[src/rtl/zcm_pkg.sv]
package zcm_pkg;
    localparam int unsigned N_CH          = 2;
    localparam int unsigned CH_LINE       = 0;
    localparam int unsigned CH_INV        = 1;
    localparam int unsigned DEF_CNT_W     = 10;
    localparam int unsigned DEF_HOLD      = 3;
    localparam int unsigned DEF_BLANK     = 100;
endpackage

[src/rtl/zcm_qualifier.sv]
// Run-length qualifier with post-rise blanking for one comparator channel.
module zcm_qualifier #(
    parameter int unsigned HOLD_TICKS  = zcm_pkg::DEF_HOLD,
    parameter int unsigned BLANK_TICKS = zcm_pkg::DEF_BLANK
) (
    input  logic clk,
    input  logic rst_n,
    input  logic tick_en,
    input  logic raw_i,
    output logic rise_o
);
    localparam int unsigned RUN_W = (HOLD_TICKS > 1) ? $clog2(HOLD_TICKS) : 1;
    localparam int unsigned BLK_W = $clog2(BLANK_TICKS + 1);
    localparam logic [RUN_W-1:0] RUN_LAST = RUN_W'(HOLD_TICKS - 1);
    localparam logic [BLK_W-1:0] BLK_LOAD = BLK_W'(BLANK_TICKS);

    typedef struct packed {
        logic             level;
        logic [RUN_W-1:0] run;
        logic [BLK_W-1:0] blank;
        logic             rise;
    } qual_st_t;

    qual_st_t st_d, st_q;

    always_comb begin
        st_d      = st_q;
        st_d.rise = 1'b0;
        if (tick_en) begin
            if (st_q.blank != '0) begin
                st_d.blank = st_q.blank - 1'b1;
                st_d.run   = '0;
            end else if (raw_i != st_q.level) begin
                if (st_q.run == RUN_LAST) begin
                    st_d.level = raw_i;
                    st_d.run   = '0;
                    st_d.rise  = raw_i;
                    if (raw_i) begin
                        st_d.blank = BLK_LOAD;
                    end
                end else begin
                    st_d.run = st_q.run + 1'b1;
                end
            end else begin
                st_d.run = '0;
            end
        end
    end

    always_ff @(posedge clk or negedge rst_n) begin
        if (!rst_n) begin
            st_q <= '0;
        end else begin
            st_q <= st_d;
        end
    end

    assign rise_o = st_q.rise;
endmodule

[src/rtl/zcm_interval.sv]
// Tick interval counter, inverter lag capture and signed phase folding.
module zcm_interval #(
    parameter int unsigned CNT_W = zcm_pkg::DEF_CNT_W
) (
    input  logic             clk,
    input  logic             rst_n,
    input  logic             tick_en,
    input  logic             ref_rise_i,
    input  logic             fbk_rise_i,
    output logic [CNT_W-1:0] period_o,
    output logic [CNT_W-1:0] phase_o,
    output logic             no_signal_o,
    output logic             valid_o
);
    localparam logic [CNT_W-1:0] CNT_MAX = '1;
    localparam logic [CNT_W-1:0] CNT_ONE = CNT_W'(1);

    typedef struct packed {
        logic [CNT_W-1:0] cnt;
        logic [CNT_W-1:0] lag;
        logic             seen;
        logic [CNT_W-1:0] period;
        logic [CNT_W-1:0] phase;
        logic             valid;
    } ivl_st_t;

    ivl_st_t          st_d, st_q;
    logic             eff_seen;
    logic [CNT_W-1:0] eff_lag;
    logic [CNT_W:0]   lag_x2;
    logic [CNT_W-1:0] folded;

    always_comb begin
        eff_seen = st_q.seen | fbk_rise_i;
        eff_lag  = fbk_rise_i ? st_q.cnt : st_q.lag;
        lag_x2   = {eff_lag, 1'b0};
        if (lag_x2 > {1'b0, st_q.cnt}) begin
            folded = eff_lag - st_q.cnt;
        end else begin
            folded = eff_lag;
        end
    end

    always_comb begin
        st_d       = st_q;
        st_d.valid = 1'b0;
        if (ref_rise_i) begin
            if (st_q.cnt != CNT_MAX) begin
                st_d.period = st_q.cnt;
                st_d.phase  = eff_seen ? folded : '0;
                st_d.valid  = 1'b1;
            end
            st_d.cnt  = tick_en ? CNT_ONE : '0;
            st_d.lag  = '0;
            st_d.seen = 1'b0;
        end else begin
            if (fbk_rise_i) begin
                st_d.lag  = st_q.cnt;
                st_d.seen = 1'b1;
            end
            if (tick_en && (st_q.cnt != CNT_MAX)) begin
                st_d.cnt = st_q.cnt + 1'b1;
            end
        end
    end

    always_ff @(posedge clk or negedge rst_n) begin
        if (!rst_n) begin
            st_q     <= '0;
            st_q.cnt <= CNT_MAX;
        end else begin
            st_q <= st_d;
        end
    end

    assign period_o    = st_q.period;
    assign phase_o     = st_q.phase;
    assign valid_o     = st_q.valid;
    assign no_signal_o = (st_q.cnt == CNT_MAX);
endmodule

[src/rtl/zc_phase_meter.sv]
// Top: two qualified channels feeding one interval and phase meter.
module zc_phase_meter #(
    parameter int unsigned CNT_W       = zcm_pkg::DEF_CNT_W,
    parameter int unsigned HOLD_TICKS  = zcm_pkg::DEF_HOLD,
    parameter int unsigned BLANK_TICKS = zcm_pkg::DEF_BLANK
) (
    input  logic             clk,
    input  logic             rst_n,
    input  logic             tick_en,
    input  logic             mains_zc,
    input  logic             inv_zc,
    output logic [CNT_W-1:0] period_ticks,
    output logic [CNT_W-1:0] phase_ticks,
    output logic             no_signal,
    output logic             meas_valid
);
    import zcm_pkg::*;

    logic [N_CH-1:0] raw_bits;
    logic [N_CH-1:0] rise_bits;

    always_comb begin
        raw_bits          = '0;
        raw_bits[CH_LINE] = mains_zc;
        raw_bits[CH_INV]  = inv_zc;
    end

    for (genvar g = 0; g < N_CH; g++) begin : g_chan
        zcm_qualifier #(
            .HOLD_TICKS (HOLD_TICKS),
            .BLANK_TICKS(BLANK_TICKS)
        ) u_qual (
            .clk    (clk),
            .rst_n  (rst_n),
            .tick_en(tick_en),
            .raw_i  (raw_bits[g]),
            .rise_o (rise_bits[g])
        );
    end

    zcm_interval #(
        .CNT_W(CNT_W)
    ) u_ivl (
        .clk        (clk),
        .rst_n      (rst_n),
        .tick_en    (tick_en),
        .ref_rise_i (rise_bits[CH_LINE]),
        .fbk_rise_i (rise_bits[CH_INV]),
        .period_o   (period_ticks),
        .phase_o    (phase_ticks),
        .no_signal_o(no_signal),
        .valid_o    (meas_valid)
    );
endmodule

[config.mk]
export PLATFORM = sky130hd
export DESIGN_NAME = zc_phase_meter
export DESIGN_NICKNAME = d
export VERILOG_FILES = /design/src/rtl/zcm_pkg.sv /design/src/rtl/zcm_qualifier.sv /design/src/rtl/zcm_interval.sv /design/src/rtl/zc_phase_meter.sv
export SDC_FILE = /design/constraint.sdc
export NUM_CORES = 1
export LEC_CHECK = 0
export ABC_AREA = 1
export BUFFER_PORTS_ARGS = -buffer_cell sky130_fd_sc_hd__buf_4
export CORE_UTILIZATION = 40
export DETAILED_ROUTE_END_ITERATION = 10
export PLACE_DENSITY = 0.57
export SYNTH_ARGS = -nofsm -noshare
export SYNTH_HDL_FRONTEND = slang
export SYNTH_SLANG_ARGS = --single-unit
[constraint.sdc]
create_clock -name clk -period 4.5 [get_ports clk]
set_input_delay 0.225 -clock clk [delete_from_list [all_inputs] [get_ports clk]]
set_output_delay 0.225 -clock clk [all_outputs]
set_load 0.005 [all_outputs]
==> results.toml <==
[final_layout]
layout_commonest_cell = "nand2_1"
syn_to_final_growth_pct = 9.16
antenna_cells = 0
layout_common_cells = "nand2_1 (141), inv_1 (74), dfrtp_1 (54)"
drive_gt1_share_pct = 12.2
nNetsFinal = 561

[timing]
setup_ws_ps = 1750
hold_ws_ps = -30.2
tns_ps = 0
finalCriticalPeriod_ps = 2750
skew_ps = 12.2
drv_slew = 0
slew_headroom_pct = 44.7
rsz0062_at_grt = "false"
worst_slew_pin_slew_ps = 829
setup_viol = 0
fmax_mhz = 364
fin_crit_sh_pct = 61.1
hold_viol_final = 14

[critical_path]
required_ps = 4720
critPathKind = "reg -> reg"
cp.buffers_inverters = 1
max_stage_delay_ps = 580
end_kind = "register"
critPathMostFrequentCell = "nand3_1"
worstPathArrival_ps = 2970
cp_slowest_cell = "o21ai_0"
critPathTopFamily = "adder cells"
start_kind = "register"
critPathMaxFanout = 22
crit_chain = "o21ai_0 -> ha_1 -> inv_1 -> fa_1 -> nand3_1 -> nand3_1 -> nand2_1 -> nand3b_1 -> nand2_1 -> nand3_1 -> nand3_1 -> nand2_1"

[grt]
grt_usage_pct = 18.6
grt_max_degree = 65
grt_pass1_wl_um = 14900
grt_pass1_vias = 3138
overflow = 0
antenna_found_initial = 0

[job]
cap_violations = 0

[logic_synthesis]
ys_types = 33
syn_nets = 552
synth_area_per_cell_um2 = 7.60
ys_seq_elements = 64
yosysSeqAreaShare_pct = 40.5
yosys_warnings = 0
postSynthCellCount = 525
synth_area_um2 = 3990

[route]
via_per_inst = 4.91
route.detailed.wl_per_inst_um = 13.1
drtPass1Iterations = 4
vias = 3302
ant_nets = 0
drt-total-wl_um = 8800
drt_iter0_drc = 197
drc = 0

[outcome]
violations = "hold timing"
status = "complete, but fails checks"

[clock_tree]
clk_pin_slew_ps = 70
tritoncts = "yes"
hold_buffers = 0
ctsResizeCount = 0
clkLatencyLatePin_ps = 330
cts_setup_buffers = 0
clock-root-buffer = "clkbuf_8"
htree_num_levels = 3
cts_sinks = 64
numCtsBuffers = 9
clock_path_buffers = 2

[pwr]
p_leak_uw = 0.00235
power.density_nw_per_um2 = 409
worst_ir_drop_vdd_uv = 214

[die]
fp.dieH_um = 102
dieArea_um2 = 10400
initial_utilization_pct = 41.0
die_w_um = 102
ios = 27
core.rowCount = 36
core_um2 = 9730

[placed_design]
port_buffers = 26
gp_congestion = 0.932
dp_hpwl_um = 6520
pre_cts_slack_ps = 1730

[worst_hold_path]
hold_path.class = "in -> async"
-- flip-flops by register name, summed over array words and instances (netlist names) --
signal / flops
u_ivl.st_q: 21
g_chan.u_qual.st_q: 20
u_ivl.period_o: 10
u_ivl.phase_o: 10
g_chan.u_qual.rise_o: 2
u_ivl.valid_o: 1
-- synth_stat cells --
library cell / count / area (µm²)
o22ai_1: 5 / 31.3
xor2_1: 8 / 70.1
nand2_4: 4 / 45.0
a22oi_1: 2 / 15.0
nor2_4: 1 / 11.3
o31ai_1: 3 / 22.5
buf_1: 1 / 3.75
o21ai_1: 1 / 5.00
buf_4: 21 / 158
a21o_1: 1 / 7.51
dfstp_2: 10 / 263
dfrtp_1: 54 / 1350
clkinv_1: 2 / 7.51
nand3_1: 42 / 210
nand3b_1: 2 / 15.0
inv_2: 2 / 7.51
clkinv_2: 1 / 5.00
nor3b_1: 1 / 7.51
nand3_2: 4 / 40.0
nand2_1: 141 / 529
inv_1: 74 / 278
nand4_1: 11 / 68.8
fa_1: 1 / 20.0
ha_1: 21 / 263
nor3_1: 7 / 35.0
or2_2: 1 / 6.26
nor2_2: 4 / 25.0
a21oi_1: 9 / 45.0
xnor2_1: 5 / 43.8
nor2_1: 40 / 150
buf_6: 3 / 33.8
o21ai_0: 40 / 200
buf_2: 3 / 15.0
-- per-stage QoR --
| stage | power [µW] | util [%] | cell area [µm²] | std cells |
|---|---|---|---|---|
| final | 1780 | 44.8 | 4350 | 672 |
| after global routing | 1920 | 44.8 | 4350 | 672 |
| after CTS | 1810 | 44.8 | 4350 | 672 |
| after detailed placement | 1250 | 42.6 | 4140 | 656 |
| after global placement | 1240 | 42.6 | 4140 | 656 |
| after floorplan | 1110 | - | 3990 | 525 |
-- routing by layer --
metal,part of all wire (%),track usage [%]
met1,49,25.1
met2,45,29.4
met3,3.6,4.24
met4,1.9,6.59
met5,0,0
-- logic make-up after synthesis --
group,synth area share (%)
XOR/XNOR,2.85
AO/OA/AOI/OAI,8.19
flip-flops,40.5
AND/OR/NAND/NOR,28.7
buffers and inverters,12.7
adder cells (fa/ha/maj),7.09
-- cell type report --
class | count | area [µm²]
clock inverter | 3 | 65.1
tap | 133 | 166
inverter | 79 | 298
sequential | 64 | 1610
clock buffer | 13 | 149
fill | 1014 | 5380
multi-input combinational | 354 | 1870
timing repair buffer | 26 | 195
-- report_power, final --
group | switching [µW] | internal (µW)
Combinational | 325 | 179
Sequential | 70.7 | 665
Clock | 215 | 327
Total | 611 | 1170
-- worst paths after layout --
kind                                         start                       to  slack [ps]  cells after the start
setup / recovery           g_chan[1].u_qual.rise_o         u_ivl.phase_o[8]        1750                     12
hold / removal                               rst_n         u_ivl.phase_o[9]         -30                      1
min in group clk                            inv_zc  g_chan[1].u_qual.rise_o         180                      3
max in group asynchronous                    rst_n        u_ivl.period_o[0]        3960                      1
setup reg to reg           g_chan[1].u_qual.rise_o         u_ivl.phase_o[8]        1750                     12
hold reg to reg                   u_ivl.phase_o[6]         u_ivl.phase_o[6]         480                      2
(Power assumes the default switching activity.)
